==> src/rtl/ladder_pkg.sv <==
package ladder_pkg;

  typedef enum logic [1:0] {
    OP_NONE     = 2'b00,
    OP_INIT_DBL = 2'b01,
    OP_ADD      = 2'b10,
    OP_DBL      = 2'b11
  } ladder_op_e;

  typedef enum logic [1:0] {
    PH_INIT = 2'd0,
    PH_ADD  = 2'd1,
    PH_DBL  = 2'd2
  } ladder_phase_e;

  typedef enum logic [1:0] {
    ST_IDLE   = 2'd0,
    ST_ISSUE  = 2'd1,
    ST_WAIT   = 2'd2,
    ST_FINISH = 2'd3
  } ladder_state_e;

  typedef struct packed {
    ladder_op_e op;
    logic       src_a;
    logic       src_b;
    logic       dst;
  } ladder_cmd_t;

  // Command chosen from the ladder phase and the current scalar bit.
  function automatic ladder_cmd_t plan_cmd(input ladder_phase_e ph, input logic kbit);
    ladder_cmd_t c;
    case (ph)
      PH_INIT: c = '{op: OP_INIT_DBL, src_a: 1'b0, src_b: 1'b0, dst: 1'b1};
      PH_ADD:  c = kbit ? '{op: OP_ADD, src_a: 1'b0, src_b: 1'b1, dst: 1'b0}
                        : '{op: OP_ADD, src_a: 1'b1, src_b: 1'b0, dst: 1'b1};
      default: c = kbit ? '{op: OP_DBL, src_a: 1'b1, src_b: 1'b1, dst: 1'b1}
                        : '{op: OP_DBL, src_a: 1'b0, src_b: 1'b0, dst: 1'b0};
    endcase
    return c;
  endfunction

endpackage

==> src/rtl/ladder_scan.sv <==
module ladder_scan #(
  parameter int KEY_W = 163
) (
  input  logic             clk,
  input  logic             rst,
  input  logic             load,
  input  logic [KEY_W-1:0] scalar_in,
  input  logic             step,
  output logic             cur_bit,
  output logic             last_bit
);
  localparam int IDX_W = $clog2(KEY_W);
  localparam logic [IDX_W-1:0] IDX_TOP = IDX_W'(KEY_W - 2);

  logic [KEY_W-1:0] key_q;
  logic [IDX_W-1:0] idx_q;

  always_ff @(posedge clk) begin
    if (rst) begin
      key_q <= '0;
      idx_q <= '0;
    end else if (load) begin
      key_q <= scalar_in;
      idx_q <= IDX_TOP;
    end else if (step) begin
      idx_q <= idx_q - 1'b1;
    end
  end

  assign cur_bit  = key_q[idx_q];
  assign last_bit = (idx_q == '0);

  // the index never steps below bit 0.
  p_no_underflow_r5: assert property (@(posedge clk) disable iff (rst)
    step |-> !last_bit);

  // a loaded scalar stays put until the next load.
  p_key_hold_r11: assert property (@(posedge clk) disable iff (rst)
    !load |=> $stable(key_q));

endmodule

==> src/rtl/ladder_slots.sv <==
module ladder_slots #(
  parameter int PT_W = 326
) (
  input  logic            clk,
  input  logic            rst,
  input  logic            load_base,
  input  logic [PT_W-1:0] base_pt,
  input  logic            wr_en,
  input  logic            wr_dst,
  input  logic [PT_W-1:0] wr_data,
  input  logic            issue,
  input  logic            rd_a,
  input  logic            rd_b,
  input  logic            capture,
  output logic [PT_W-1:0] opa,
  output logic [PT_W-1:0] opb,
  output logic [PT_W-1:0] result
);
  localparam int NSLOT = 2;

  logic [PT_W-1:0] slot_q [NSLOT];
  logic [PT_W-1:0] opa_q, opb_q, res_q;

  for (genvar g = 0; g < NSLOT; g++) begin : g_slot
    always_ff @(posedge clk) begin
      if (rst)
        slot_q[g] <= '0;
      else if (load_base && g == 0)
        slot_q[g] <= base_pt;
      else if (wr_en && wr_dst == 1'(g))
        slot_q[g] <= wr_data;
    end
  end

  always_ff @(posedge clk) begin
    if (rst) begin
      opa_q <= '0;
      opb_q <= '0;
      res_q <= '0;
    end else begin
      if (issue) begin
        opa_q <= slot_q[rd_a];
        opb_q <= slot_q[rd_b];
      end
      if (capture)
        res_q <= slot_q[0];
    end
  end

  assign opa    = opa_q;
  assign opb    = opb_q;
  assign result = res_q;

  // loading P and writing a result never collide.
  p_no_wr_clash_r9: assert property (@(posedge clk) disable iff (rst)
    !(load_base && wr_en));

  // the result register changes only after a capture.
  p_result_hold_r10: assert property (@(posedge clk) disable iff (rst)
    !capture |=> $stable(res_q));

endmodule

==> src/rtl/ladder_ctrl.sv <==
module ladder_ctrl
  import ladder_pkg::*;
(
  input  logic        clk,
  input  logic        rst,
  input  logic        start,
  input  logic        msb,
  input  logic        au_done,
  input  logic        cur_bit,
  input  logic        last_bit,
  output logic        scan_load,
  output logic        scan_step,
  output logic        slot_load,
  output logic        slot_wr,
  output logic        issue,
  output logic        capture,
  output ladder_cmd_t next_cmd,
  output ladder_cmd_t cmd,
  output logic        cmd_start,
  output logic        busy,
  output logic        ready,
  output logic        err
);
  ladder_state_e state_q;
  ladder_phase_e phase_q;
  ladder_cmd_t   cmd_q;
  logic          start_q, busy_q, ready_q, err_q;

  logic accept;

  assign accept    = (state_q == ST_IDLE) && start && msb;
  assign scan_load = accept;
  assign slot_load = accept;
  assign issue     = (state_q == ST_ISSUE);
  assign next_cmd  = plan_cmd(phase_q, cur_bit);
  assign slot_wr   = (state_q == ST_WAIT) && au_done;
  assign scan_step = slot_wr && (phase_q == PH_DBL) && !last_bit;
  assign capture   = (state_q == ST_FINISH);

  always_ff @(posedge clk) begin
    if (rst) begin
      state_q <= ST_IDLE;
      phase_q <= PH_INIT;
      cmd_q   <= '{op: OP_NONE, src_a: 1'b0, src_b: 1'b0, dst: 1'b0};
      start_q <= 1'b0;
      busy_q  <= 1'b0;
      ready_q <= 1'b0;
      err_q   <= 1'b0;
    end else begin
      start_q <= 1'b0;
      ready_q <= 1'b0;
      case (state_q)
        ST_IDLE: begin
          if (start) begin
            if (msb) begin
              err_q   <= 1'b0;
              busy_q  <= 1'b1;
              phase_q <= PH_INIT;
              state_q <= ST_ISSUE;
            end else begin
              err_q <= 1'b1;
            end
          end
        end
        ST_ISSUE: begin
          cmd_q   <= next_cmd;
          start_q <= 1'b1;
          state_q <= ST_WAIT;
        end
        ST_WAIT: begin
          if (au_done) begin
            case (phase_q)
              PH_INIT: begin
                phase_q <= PH_ADD;
                state_q <= ST_ISSUE;
              end
              PH_ADD: begin
                phase_q <= PH_DBL;
                state_q <= ST_ISSUE;
              end
              default: begin
                if (last_bit) begin
                  state_q <= ST_FINISH;
                end else begin
                  phase_q <= PH_ADD;
                  state_q <= ST_ISSUE;
                end
              end
            endcase
          end
        end
        default: begin
          ready_q <= 1'b1;
          busy_q  <= 1'b0;
          state_q <= ST_IDLE;
        end
      endcase
    end
  end

  assign cmd       = cmd_q;
  assign cmd_start = start_q;
  assign busy      = busy_q;
  assign ready     = ready_q;
  assign err       = err_q;

  // one-cycle command strobe.
  p_cmd_pulse_r9: assert property (@(posedge clk) disable iff (rst)
    cmd_start |=> !cmd_start);

  // commands only go out during a run.
  p_cmd_in_run_r3: assert property (@(posedge clk) disable iff (rst)
    cmd_start |-> busy);

  // completion pulse is single-cycle and follows the end of busy.
  p_ready_pulse_r3: assert property (@(posedge clk) disable iff (rst)
    ready |=> !ready);
  p_ready_idle_r3: assert property (@(posedge clk) disable iff (rst)
    ready |-> !busy);

  // a rejected start leaves the sequencer quiet.
  p_err_quiet_r2: assert property (@(posedge clk) disable iff (rst)
    err |-> (!busy && !cmd_start));

  // a start while busy does not reload the scalar.
  p_no_reload_r11: assert property (@(posedge clk) disable iff (rst)
    busy |-> !scan_load);

endmodule

==> src/rtl/ladder_pmul_seq.sv <==
module ladder_pmul_seq
  import ladder_pkg::*;
#(
  parameter int KEY_W = 163,
  parameter int PT_W  = 326
) (
  input  logic             clk,
  input  logic             rst,
  input  logic             start,
  input  logic [KEY_W-1:0] scalar,
  input  logic [PT_W-1:0]  base_pt,
  output logic             busy,
  output logic             ready,
  output logic             err,
  output logic [PT_W-1:0]  result,
  output logic             cmd_start,
  output logic [1:0]       cmd_op,
  output logic             cmd_src_a,
  output logic             cmd_src_b,
  output logic             cmd_dst,
  output logic [PT_W-1:0]  cmd_opa,
  output logic [PT_W-1:0]  cmd_opb,
  input  logic             au_done,
  input  logic [PT_W-1:0]  au_res
);
  logic        scan_load, scan_step, slot_load, slot_wr, issue, capture;
  logic        cur_bit, last_bit;
  ladder_cmd_t next_cmd, cmd;

  ladder_scan #(.KEY_W(KEY_W)) u_scan (
    .clk      (clk),
    .rst      (rst),
    .load     (scan_load),
    .scalar_in(scalar),
    .step     (scan_step),
    .cur_bit  (cur_bit),
    .last_bit (last_bit)
  );

  ladder_ctrl u_ctrl (
    .clk      (clk),
    .rst      (rst),
    .start    (start),
    .msb      (scalar[KEY_W-1]),
    .au_done  (au_done),
    .cur_bit  (cur_bit),
    .last_bit (last_bit),
    .scan_load(scan_load),
    .scan_step(scan_step),
    .slot_load(slot_load),
    .slot_wr  (slot_wr),
    .issue    (issue),
    .capture  (capture),
    .next_cmd (next_cmd),
    .cmd      (cmd),
    .cmd_start(cmd_start),
    .busy     (busy),
    .ready    (ready),
    .err      (err)
  );

  ladder_slots #(.PT_W(PT_W)) u_slots (
    .clk      (clk),
    .rst      (rst),
    .load_base(slot_load),
    .base_pt  (base_pt),
    .wr_en    (slot_wr),
    .wr_dst   (cmd.dst),
    .wr_data  (au_res),
    .issue    (issue),
    .rd_a     (next_cmd.src_a),
    .rd_b     (next_cmd.src_b),
    .capture  (capture),
    .opa      (cmd_opa),
    .opb      (cmd_opb),
    .result   (result)
  );

  assign cmd_op    = cmd.op;
  assign cmd_src_a = cmd.src_a;
  assign cmd_src_b = cmd.src_b;
  assign cmd_dst   = cmd.dst;

  // an add always combines both slots and writes its first source.
  p_add_slots_r6: assert property (@(posedge clk) disable iff (rst)
    (cmd_start && cmd_op == OP_ADD) |-> (cmd_src_a != cmd_src_b && cmd_dst == cmd_src_a));

  // a double reads and writes a single slot.
  p_dbl_slot_r7: assert property (@(posedge clk) disable iff (rst)
    (cmd_start && cmd_op == OP_DBL) |-> (cmd_src_a == cmd_src_b && cmd_dst == cmd_src_a));

  // the initial double takes slot 0 into slot 1.
  p_init_cmd_r4: assert property (@(posedge clk) disable iff (rst)
    (cmd_start && cmd_op == OP_INIT_DBL) |-> (!cmd_src_a && !cmd_src_b && cmd_dst));

  // the double's two operands are the same value.
  p_dbl_operands_r8: assert property (@(posedge clk) disable iff (rst)
    (cmd_start && cmd_op != OP_ADD) |-> (cmd_opa == cmd_opb));

endmodule

==> config.mk <==
export PLATFORM = sky130hd
export DESIGN_NAME = ladder_pmul_seq
export DESIGN_NICKNAME = d
export VERILOG_FILES = /design/src/rtl/ladder_pkg.sv /design/src/rtl/ladder_scan.sv /design/src/rtl/ladder_slots.sv /design/src/rtl/ladder_ctrl.sv /design/src/rtl/ladder_pmul_seq.sv
export SDC_FILE = /design/constraint.sdc
export NUM_CORES = 2
export LEC_CHECK = 0
export ABC_AREA = 1
export BUFFER_PORTS_ARGS = -buffer_cell sky130_fd_sc_hd__buf_2
export CORE_AREA = 8 8 707 709
export DETAILED_ROUTE_END_ITERATION = 8
export DIE_AREA = 0 0 715 717
export SYNTH_ARGS = -nofsm -noshare
export SYNTH_HDL_FRONTEND = slang
export SYNTH_HIERARCHICAL = 1
export SYNTH_SLANG_ARGS = --single-unit
==> constraint.sdc <==
create_clock -name clk -period 90.5 [get_ports clk]
set_input_delay 27.15 -clock clk [delete_from_list [all_inputs] [get_ports clk]]
set_output_delay 27.15 -clock clk [all_outputs]
set_load 0.1 [all_outputs]
Word-level counts from Yosys, hierarchy flattened --
Memory sizes are Yosys's and may differ from the RTL's. A register that Yosys moved wholly into a read port is not among the register bits. Cells that the tools add are included.
Storage, ports and cells: output and inout port bits 987, memory bits (writable) 652, register bits 184, memories kept 1, logic and storage cells 91, input port bits 819
Memories:
- u_slots.slot_q | words 2, width 326, rd ports 3, clocked after Yosys merged registers in 3, write ports 2, line ladder_slots.sv:21 | logic [PT_W-1:0] slot_q [NSLOT];
Operators by class: multiplexer cells 40, reductions and logical operators 21, bitwise logic cells 5, $lt $le $gt $ge 1, add/sub/neg operators 1, eq/ne operators 9
Operators by type and width (number):
- $mux 326 | 3
- $mux 1 | 18
- $mux 2 | 9
- $mux 8 | 2
- $pmux 5 s2 | 1
- $lt 8x9->1 const B | 1
- $bmux 1 s8 | 1
- $logic_not 8->1 | 1
- $pmux 2 s2 | 2
- $sub 8x1->8 const B | 1
- $logic_and 1x1->1 | 7
- $eq 2x2->1 const B | 3
- $mux 3 | 2
- $ne 2x2->1 const B | 3
- $pmux 2 s3 | 1
- $reduce_and 3->1 | 2
- $reduce_or 2->1 | 3
- $reduce_and 5->1 | 1
- $eq 2x1->1 const B | 2
- $logic_not 2->1 | 2
- $ne 4x4->1 const B | 1
- $reduce_bool 2->1 | 2
- $or 1x1->1 | 3
- $reduce_or 3->1 | 1
- 4 further kinds | 5

Longest topological paths before layout --
depth after elaboration 8, mapped depth 25, mapped depth without buffers 20

By module --
The synthesis kept the hierarchy.
Modules (own cells, without submodules):
- ladder_slots | times used 1, sequential area each 39157.6 um^2, cells an instance 9429, area an instance 70707.8 um^2
- ladder_scan | times used 1, sequential area each 3423.3 um^2, cells an instance 1137, area an instance 7666.1 um^2
- ladder_ctrl | times used 1, sequential area each 260.2 um^2, cells an instance 97, area an instance 661.9 um^2

Worst setup path before layout --
Ideal clock, no wire load.
path kind input to register, start input port au_done, end memory u_slots.slot_q[0][0] (enable), path buffers 0, stages on the path 4, required time 89.035 ns, slack 39.028 ns, arrival 50.007 ns, library setup time 1.465 ns, path through nand2_1 > inv_1 > inv_1 > o21ai_0
RTL lines:
- start, declared | line ladder_pmul_seq.sv:23 | input logic au_done,
- end, declared | line ladder_slots.sv:21

==> run metrics <==
outcome complete, no violations; Clk network pwr share 21.0%; mapped cell area 79,000 um2; ANT nets after route 0; metal3 WL 59,500 um; cell internal pwr between 1500 and 2000 uW; Overflow after GRT 0; Via Count 77,600; Reg clk slew, reported paths 70 ps; Gate power share between 50% and 60%; Cells after Synth 10,700; DP Wirelength 369,000 um; number of global-route vias before repair roughly 72,000; Pleak 0.0502 uW; RePlAce Congestion 0.948; type of origin of the critical path input port; final hold vios 0; Clock Path Buffers 4; worst-path cell chain buf_8 > buf_12 > inv_8 > nand2_4 > buf_4 > buf_4 > buf_4 > buf_4; CTS H-tree depth 4; crit-path most repeated cell buf_4; maxcap violations 0; DRT Wirelength 474,000 um; met2 wire length just over 200,000 um; Num Clock Sinks 1,814; first-pass GRT wire length 626,000 um; non-filler instance count after layout roughly 19,000; final period utilization around a third; YS warnings 6; dpl cells 18,400; RSZ-0062 raised after global routing false; flop2flop setup slack about 84,000 ps; Skew-Pair Late Insertion Delay slightly above 900 ps; CP Capture Type flip-flop; Sw Ratio between 50% and 60%; Seq pwr share 28.1%; clock skew 86.6 ps; Die Width 715 um; PortBufs approximately 1,800; Hold Buf Count CTS 0; Hold WC Path Type reg2reg; most common cell after layout, fill and taps aside nand2_1; IR drop worst, VDD 0.0323 mV; crit path DAT around 32,000 ps; initial antenna violation count 94; min cycle time layout between 30,000 and 40,000 ps; Root Buffer clkbuf_16; Iteration-0 DRC Markers 8,958; PostCTS Resize Cnt 0; Crit Path Class in2reg; # IOs approximately 1,800; Routed WL per cell 25.2 um; number of fill cells ~55,000; CTS tree built; Critical Path Max Stage Delay 730 ps; Syn-to-layout area delta 28.5%; number of cell rows 257; post-layout util 20.8%; layout cells sized above 1 18.8%; Req. time, crit path about 90,000 ps; Fmax 32.1 MHz; worst slew pin tran 1190 ps; CTS Buf Count 220; GRT Resource Usage Total 17.4%; Pins Over Slew Limit 0; fin nets 12,900; DRC Markers 0; highest layer used for signal routing met5; Syn Nets 11,500; met1 WL 195,000 um; vias per cell 4.13; Slew headroom between 20% and 30%; Starting Density ~16%; Die Y 717 um; final setup vio count 0; Cell Pwr Density 44.2 nW/um2; core footprint 488,000 um2; Avg Cell Area, Syn 7.41 um2; die area 513,000 um2; Critical-path top delay cell buf_4; largest net degree at the start of global routing 185; setup TNS 0 ps; Worst Path Max Fanout 96; DRT Pass-1 Iters 6; commonest cells after routing, fill and taps aside 2,754 x nand2_1, 2,627 x nor2_1, 1,804 x buf_2; Net Sw Power 2520 uW; post-CTS setup buffers 0
[area by class of cell]
cell class | instances | area (um2) | share of cell area [%]
Clock inverter | 105 | 1270 | 1.25
Sequential cell | 1814 | 42800 | 42.2
Antenna cell | 40 | 100 | 0.0986
Inverter | 1068 | 4050 | 3.99
Timing Repair Buffer | 1919 | 9970 | 9.82
Multi-Input combinational cell | 7077 | 28900 | 28.4
Clock buffer | 307 | 6310 | 6.21
Tap cell | 6475 | 8100 | 7.98
[sequential cells by signal (all words and copies together), names as in the netlist]
register and flops:
u_ctrl/err 1, u_scan/key_q 163, u_ctrl/ready 1, u_slots/opb 326, u_slots/result 326, u_slots/slot_q 652, u_ctrl/state_q 2, u_ctrl/phase_q 2
u_scan/idx_q 8, u_slots/opa 326, u_ctrl/cmd_start 1, u_ctrl/cmd 5, u_ctrl/busy 1
[final timing paths]
path	to	from	cells past startpoint
setup / recovery	u_slots/slot_q[1][222]	rst	8
setup reg to reg	u_slots/opa[202]	u_scan/idx_q[2]	21
hold reg to reg	u_scan/key_q[102]	u_scan/key_q[102]	2
hold / removal	u_scan/key_q[102]	u_scan/key_q[102]	2
[critical path, delay by kind of cell]
family	cells	cell delay [ps]
buf+inv	7	3470
simple gates	1	600
[through the flow]
stage	hold slack, ps	cell area (um2)	worst slack [ps]	power (uW)
floorplan	434	79000	39030	2900
global placement	445	93900	58400	3550
detailed placement	447	93900	58390	3560
CTS	457	101000	59330	4510
global route	468	101000	59140	4680
finish	461	102000	59390	4480
[metal layers]
metal | up-vias | GRT usage [%]
met3 | 658 | 7.61
met4 | 12 | 5.67
met2 | 3788 | 26.1
met5 | - | 0
li1 | 35900 | -
met1 | 37300 | 22.2
[power groups by stage]
stage	clock network [uW]	logic (uW)	registers, uW
3_5_place_dp	0	2290	1270
2_1_floorplan	0	639	2260
3_3_place_gp	0	2280	1270
6_report	942	2280	1260
5_1_grt	993	2410	1270
4_1_cts	963	2290	1250
Note: power is estimated with default switching activity, not from simulation.
